[config.mk]
export PLATFORM = sky130hd
export DESIGN_NAME = cfg_i2c_slave
export DESIGN_NICKNAME = d
export VERILOG_FILES = /design/src/rtl/cfgi2c_pkg.sv /design/src/rtl/cfgi2c_ctrl.sv /design/src/rtl/cfgi2c_regs.sv /design/src/rtl/cfg_i2c_slave.sv
export SDC_FILE = /design/constraint.sdc
export NUM_CORES = 1
export LEC_CHECK = 0
export BUFFER_PORTS_ARGS = -buffer_cell sky130_fd_sc_hd__buf_2
export CORE_AREA = 2 2 138 140
export CTS_BUF_LIST = sky130_fd_sc_hd__clkbuf_8
export DETAILED_ROUTE_END_ITERATION = 12
export DIE_AREA = 0 0 140 142
export REMOVE_ABC_BUFFERS = 1
export SYNTH_ARGS = -nofsm -noshare
export SYNTH_HDL_FRONTEND = slang
export SYNTH_HIERARCHICAL = 1
export SYNTH_SLANG_ARGS = --single-unit
[constraint.sdc]
create_clock -name clk -period 2.9 [get_ports clk]
set_input_delay 0.29 -clock clk [delete_from_list [all_inputs] [get_ports clk]]
set_output_delay 0.29 -clock clk [all_outputs]
set_load 0.02 [all_outputs]
[src/rtl/cfgi2c_pkg.sv]
package cfgi2c_pkg;
  // width of the byte index shared by control and datapath
  parameter int unsigned IDX_W = 4;

  typedef enum logic [2:0] {
    ST_IDLE, ST_ADDR, ST_WACK, ST_WRX, ST_TX, ST_RACK, ST_IGNORE
  } state_e;

  // strobes from control to datapath
  typedef struct packed {
    logic             rxShift;  // sample data line into receive shifter
    logic             regWr;    // commit receive shifter to regIdx
    logic             txLoad;   // load transmit shifter
    logic             txCount;  // with txLoad: load the byte count
    logic             txShift;  // advance transmit shifter one bit
    logic [IDX_W-1:0] regIdx;   // register addressed by regWr / txLoad
  } strobe_t;
endpackage

[src/rtl/cfgi2c_ctrl.sv]
module cfgi2c_ctrl
  import cfgi2c_pkg::*;
#(
  parameter logic [6:0]  DEV_ADDR  = 7'h69,
  parameter int unsigned HDR_BYTES = 2
) (
  input  logic       clk,
  input  logic       rstN,
  input  logic       sclIn,
  input  logic       sdaIn,
  input  logic [7:0] rxByte,
  input  logic       txMsb,
  output strobe_t    strobe,
  output logic       sdaOe,
  output logic       sclSync,
  output logic       sdaSync
);
  localparam logic [IDX_W-1:0] CNT_MAX = '1;
  localparam logic [IDX_W-1:0] HDR     = IDX_W'(HDR_BYTES);

  logic [1:0] sclPipe, sdaPipe;
  logic       sclQ, sdaQ;
  logic       sclRise, sclFall, startDet, stopDet;
  state_e     state;
  logic [3:0] bitCnt;
  logic [IDX_W-1:0] byteCnt;
  logic       isRead, ackDrive, hostAck;

  // two-flop synchronizers plus one history stage for edge detection
  always_ff @(posedge clk or negedge rstN) begin
    if (!rstN) begin
      sclPipe <= 2'b11;
      sdaPipe <= 2'b11;
      sclQ    <= 1'b1;
      sdaQ    <= 1'b1;
    end else begin
      sclPipe <= {sclPipe[0], sclIn};
      sdaPipe <= {sdaPipe[0], sdaIn};
      sclQ    <= sclPipe[1];
      sdaQ    <= sdaPipe[1];
    end
  end

  assign sclSync  = sclPipe[1];
  assign sdaSync  = sdaPipe[1];
  assign sclRise  = sclSync & ~sclQ;
  assign sclFall  = ~sclSync & sclQ;
  assign startDet = sclSync & sclQ & sdaQ & ~sdaSync;
  assign stopDet  = sclSync & sclQ & ~sdaQ & sdaSync;

  always_comb begin
    strobe         = '0;
    strobe.rxShift = sclRise && (state == ST_ADDR || state == ST_WRX);
    strobe.regWr   = sclFall && state == ST_WRX && bitCnt == 4'd8 && byteCnt >= HDR;
    strobe.txLoad  = sclFall && ((state == ST_WACK && isRead) || (state == ST_RACK && hostAck));
    strobe.txCount = (state == ST_WACK);
    strobe.txShift = sclFall && state == ST_TX && bitCnt != 4'd7;
    strobe.regIdx  = (state == ST_WRX) ? byteCnt - HDR : byteCnt;
  end

  always_ff @(posedge clk or negedge rstN) begin
    if (!rstN) begin
      state    <= ST_IDLE;
      bitCnt   <= '0;
      byteCnt  <= '0;
      isRead   <= 1'b0;
      ackDrive <= 1'b0;
      hostAck  <= 1'b0;
    end else if (startDet) begin
      state    <= ST_ADDR;
      bitCnt   <= '0;
      ackDrive <= 1'b0;
    end else if (stopDet) begin
      state    <= ST_IDLE;
      ackDrive <= 1'b0;
    end else begin
      unique case (state)
        ST_ADDR, ST_WRX: begin
          if (sclRise) begin
            bitCnt <= bitCnt + 4'd1;
          end else if (sclFall && bitCnt == 4'd8) begin
            if (state == ST_WRX) begin
              ackDrive <= 1'b1;
              state    <= ST_WACK;
              if (byteCnt != CNT_MAX) byteCnt <= byteCnt + 1'b1;
            end else if (rxByte[7:1] == DEV_ADDR) begin
              ackDrive <= 1'b1;
              isRead   <= rxByte[0];
              byteCnt  <= '0;
              state    <= ST_WACK;
            end else begin
              state <= ST_IGNORE;
            end
          end
        end
        ST_WACK: if (sclFall) begin
          ackDrive <= 1'b0;
          bitCnt   <= '0;
          state    <= isRead ? ST_TX : ST_WRX;
        end
        ST_TX: if (sclFall) begin
          if (bitCnt == 4'd7) state <= ST_RACK;
          else bitCnt <= bitCnt + 4'd1;
        end
        ST_RACK: begin
          if (sclRise) begin
            hostAck <= ~sdaSync;
          end else if (sclFall) begin
            if (hostAck) begin
              state  <= ST_TX;
              bitCnt <= '0;
              if (byteCnt != CNT_MAX) byteCnt <= byteCnt + 1'b1;
            end else begin
              state <= ST_IGNORE;
            end
          end
        end
        default: ;
      endcase
    end
  end

  assign sdaOe = ackDrive | (state == ST_TX && !txMsb);
endmodule

[src/rtl/cfgi2c_regs.sv]
module cfgi2c_regs
  import cfgi2c_pkg::*;
#(
  parameter int unsigned NUM_REGS     = 6,
  parameter logic [7:0]  REG0_DEFAULT = 8'h00,
  parameter logic [7:0]  REGN_DEFAULT = 8'hFF
) (
  input  logic                  clk,
  input  logic                  rstN,
  input  strobe_t               strobe,
  input  logic                  sdaBit,
  output logic [7:0]            rxByte,
  output logic                  txMsb,
  output logic [NUM_REGS*8-1:0] regsFlat
);
  localparam logic [7:0] BYTE_COUNT = 8'(NUM_REGS);

  logic [7:0] regFile [NUM_REGS];
  logic [7:0] rxSr, txSr, readVal;

  for (genvar g = 0; g < NUM_REGS; g++) begin : g_reg
    localparam logic [7:0] RST_VAL = (g == 0) ? REG0_DEFAULT : REGN_DEFAULT;
    always_ff @(posedge clk or negedge rstN) begin
      if (!rstN) regFile[g] <= RST_VAL;
      else if (strobe.regWr && strobe.regIdx == IDX_W'(g)) regFile[g] <= rxSr;
    end
    assign regsFlat[g*8 +: 8] = regFile[g];
  end

  // out-of-range index reads as all ones so the line stays released
  always_comb begin
    readVal = 8'hFF;
    for (int i = 0; i < NUM_REGS; i++)
      if (strobe.regIdx == IDX_W'(i)) readVal = regFile[i];
  end

  always_ff @(posedge clk or negedge rstN) begin
    if (!rstN) begin
      rxSr <= '0;
      txSr <= 8'hFF;
    end else begin
      if (strobe.rxShift) rxSr <= {rxSr[6:0], sdaBit};
      if (strobe.txLoad) txSr <= strobe.txCount ? BYTE_COUNT : readVal;
      else if (strobe.txShift) txSr <= {txSr[6:0], 1'b1};
    end
  end

  assign rxByte = rxSr;
  assign txMsb  = txSr[7];
endmodule

[src/rtl/cfg_i2c_slave.sv]
module cfg_i2c_slave
  import cfgi2c_pkg::*;
#(
  parameter int unsigned NUM_REGS     = 6,
  parameter logic [6:0]  DEV_ADDR     = 7'h69,
  parameter int unsigned HDR_BYTES    = 2,
  parameter logic [7:0]  REG0_DEFAULT = 8'h00,
  parameter logic [7:0]  REGN_DEFAULT = 8'hFF
) (
  input  logic                  clk,
  input  logic                  rstN,
  input  logic                  sclIn,
  input  logic                  sdaIn,
  output logic                  sdaOe,
  output logic [NUM_REGS*8-1:0] cfgRegs
);
  strobe_t    strobe;
  logic       sclSync, sdaSync, txMsb;
  logic [7:0] rxByte;

  cfgi2c_ctrl #(.DEV_ADDR(DEV_ADDR), .HDR_BYTES(HDR_BYTES)) u_ctrl (
    .clk(clk), .rstN(rstN), .sclIn(sclIn), .sdaIn(sdaIn),
    .rxByte(rxByte), .txMsb(txMsb), .strobe(strobe), .sdaOe(sdaOe),
    .sclSync(sclSync), .sdaSync(sdaSync)
  );

  cfgi2c_regs #(.NUM_REGS(NUM_REGS), .REG0_DEFAULT(REG0_DEFAULT),
                .REGN_DEFAULT(REGN_DEFAULT)) u_regs (
    .clk(clk), .rstN(rstN), .strobe(strobe), .sdaBit(sdaSync),
    .rxByte(rxByte), .txMsb(txMsb), .regsFlat(cfgRegs)
  );
endmodule

==> flow_summary.ini <==
[die]
die_w_um = 140
std_cell_rows = 50
core_area_mm2 = 0.01846
initial_core_util_pct = 24.68
ios = 53
die_y_um = 142
dieArea_mm2 = 0.01988

[clock_network]
cts.sinks = 84
cts_tree = built
worstSkewPairLatency_ns = 0.37
postCtsSetupBuffers = 0
ctsResizeCount = 0
cts_made_buffers = 9
clock_path_buffers = 2
path_clk_slew_ns = 0.09
postCtsHoldBufs = 0
cts_htree_levels = 3
root_buffer = clkbuf_8

[routing]
drt_pass1_iterations = 9
vias = 3449
wirelength_mm = 12.08
drt_iter0_drc = 237
vias_per_cell = 5.020
drc = 1
ant_nets = 0
avgRoutedWirePerCell_um = 17.59

[yosys]
synth_top_cell_area_share_pct = 31.15
synth_seq_area_share_pct = 47.62
synthTopCellsByArea = dfstp_2, dfrtp_1, mux2_2
synth_seq_cells = 84
yosys.area.top_type = dfstp_2
synth.distinct_cells = 76
synth_area_mm2 = 0.004556
synth_most_common_cell = dfstp_2
synth_warnings = 6
synth-async-reset-ratio_pct = 100.0
syn-instance-count = 391
synth_flop_cell = dfstp_2
ys_top_cells_by_count = dfstp_2, mux2_2, dfrtp_1
syn-mean-instance-area_um2 = 11.65
synth_enable_flop_cells = 0

[critical_path]
rrSetupSlack_ns = 0.11
worstPathMaxFanout = 16
critPathLaunchType = flop
path_class = flop to flop
cp.required_ns = 3.19
cp.arrival_ns = 3.08
end_kind = flop

[timing]
tightest_slew_ns = 1.056
setup_violations = 0
hold_viol = 0
holdWs_ns = 0.02938
setup_tns_ns = 0
max_freq_ghz = 0.3591
drv_slew = 0
grt_setup_unrepaired = no
slew_headroom_pct = 29.60
finalCriticalPeriod_ns = 2.785
fin_skew_ns = 0.01683
period_share_pct = 96.04

[power]
leakage_nw = 2.326
total_power_mw = 3.828
peakVddDrop_uv = 231.3
powerDensity_mw_per_mm2 = 721.2

[place]
routabilityCongestion = 0.8537
place_inst = 671
portBuffers = 52
dp_hpwl_mm = 8.734

[finish]
fill_cells = 1904
register_area_mm2 = 0.002170
final_util_pct = 28.76
area_growth_pct = 16.51
multi_input_area_mm2 = 0.002215
n_antenna_cell = 0
fin_cells = 687
layout.nets = 458
layout-drive-gt1-share_pct = 47.68

[global_route]
antenna_found_initial = 0
grt_pass1_vias = 3568
grt.overflow.total = 0
grt_max_degree = 85
grt_usage_pct = 12.53
grt_pass1_wl_mm = 19.65

[run_status]
violations = DRC
status = finished with violations

[flow_run]
drv_cap = 0

[min_path]
hold_class = input port to flop
[final cells by class]
class | count | area share, %
clock inverters | 7 | 0.9665
inverters | 16 | 1.132
repair buffers | 68 | 7.449
multi-input cells | 269 | 41.73
clock buffers | 9 | 2.334
well taps | 234 | 5.516
flip-flops and latches | 84 | 40.88
[power breakdown]
part	internal, mW	total (mW)	switching [mW]
clock network	0.314	0.770	0.456
registers	1.31	1.54	0.226
logic	0.635	1.52	0.884
[critical path, cell delays in order (launching register included)]
cell and delay [ns]:
dfrtp_1 0.38, and2b_1 0.33, nand2_1 0.18, xnor2_2 0.66, mux2_2 0.41, o21ai_0 0.24
o31ai_1 0.16, o311a_1 0.35
[placed cells by master, fill, tap and decap left out, types with 3 or more instances in the layout]
cell type	count
buf_2	51
a221oi_1	4
o211ai_1	5
buf_4	16
nand2b_1	11
nand2_1	15
mux2_2	51
ha_1	6
nor2_1	18
mux2i_1	7
mux2_4	9
nor4_1	3
or3_1	5
nand3_1	5
clkbuf_8	9
clkinvlp_4	4
and4b_1	3
a31oi_1	6
o21ai_1	9
a211oi_1	3
o31ai_1	4
a21oi_1	11
inv_1	16
nor2b_1	7
dfrtp_1	30
o21ai_0	12
nor3_1	10
dfstp_2	54
[kinds of logic (layout without fill, tap and decap cells)]
kind of cell,Yosys count,in the layout,synth area share [%]
AOI/OAI and AO/OA,85,85,13.68
xor gates and xnor gates,3,3,0.5769
adders and majority gates,6,6,1.648
and+or+nand+nor,107,107,14.80
buffers and inverters,38,100,4.065
DFF,84,84,47.62
muxes,68,68,17.61
[path summary, 6_finish.rpt]
check / startpoint / endpoint / cells after the start
max reg2reg: u_ctrl/state[2]$_DFFE_PN0P_ / u_regs/txSr[6]$_DFFE_PN1P_ / 7
min reg2reg: u_ctrl/sdaPipe[0]$_DFF_PN1_ / u_ctrl/sdaPipe[1]$_DFF_PN1_ / 0
min: sdaIn / u_ctrl/sdaPipe[0]$_DFF_PN1_ / 1
min in group asynchronous: rstN / u_ctrl/bitCnt[1]$_DFFE_PN0P_ / 1
max in group asynchronous: rstN / u_ctrl/byteCnt[0]$_DFFE_PN0P_ / 1
max: u_ctrl/state[2]$_DFFE_PN0P_ / u_regs/txSr[6]$_DFFE_PN1P_ / 7
[registers in the layout (all words and copies together), names as in the netlist]
signal,count
u_ctrl/ackDrive,1
u_ctrl/sclQ,1
u_regs/rxByte,8
u_ctrl/sclPipe,2
u_ctrl/sdaQ,1
u_ctrl/byteCnt,4
u_ctrl/isRead,1
u_ctrl/bitCnt,4
u_ctrl/hostAck,1
u_ctrl/state,3
u_ctrl/sdaPipe,2
u_regs/regsFlat,48
u_regs/txSr,8
[stage by stage]
stage / cell area (µm²) / worst slack (ns)
global placement: 5132 / 0.2568
finish: 5308 / 0.1150
detailed placement: 5132 / 0.1861
global route: 5308 / 0.02886
CTS: 5308 / 0.1715
floorplan: 4431 / -0.4369
[layer usage]
layer	wire length [µm]	vias to the layer above	GRT usage, %
met5	0	-	0
met4	303	0	6.326
met3	582	15	2.456
met2	5840	102	20.56
met1	5356	1753	15.82
li1	-	1579	-
(Power assumes the default switching activity.)
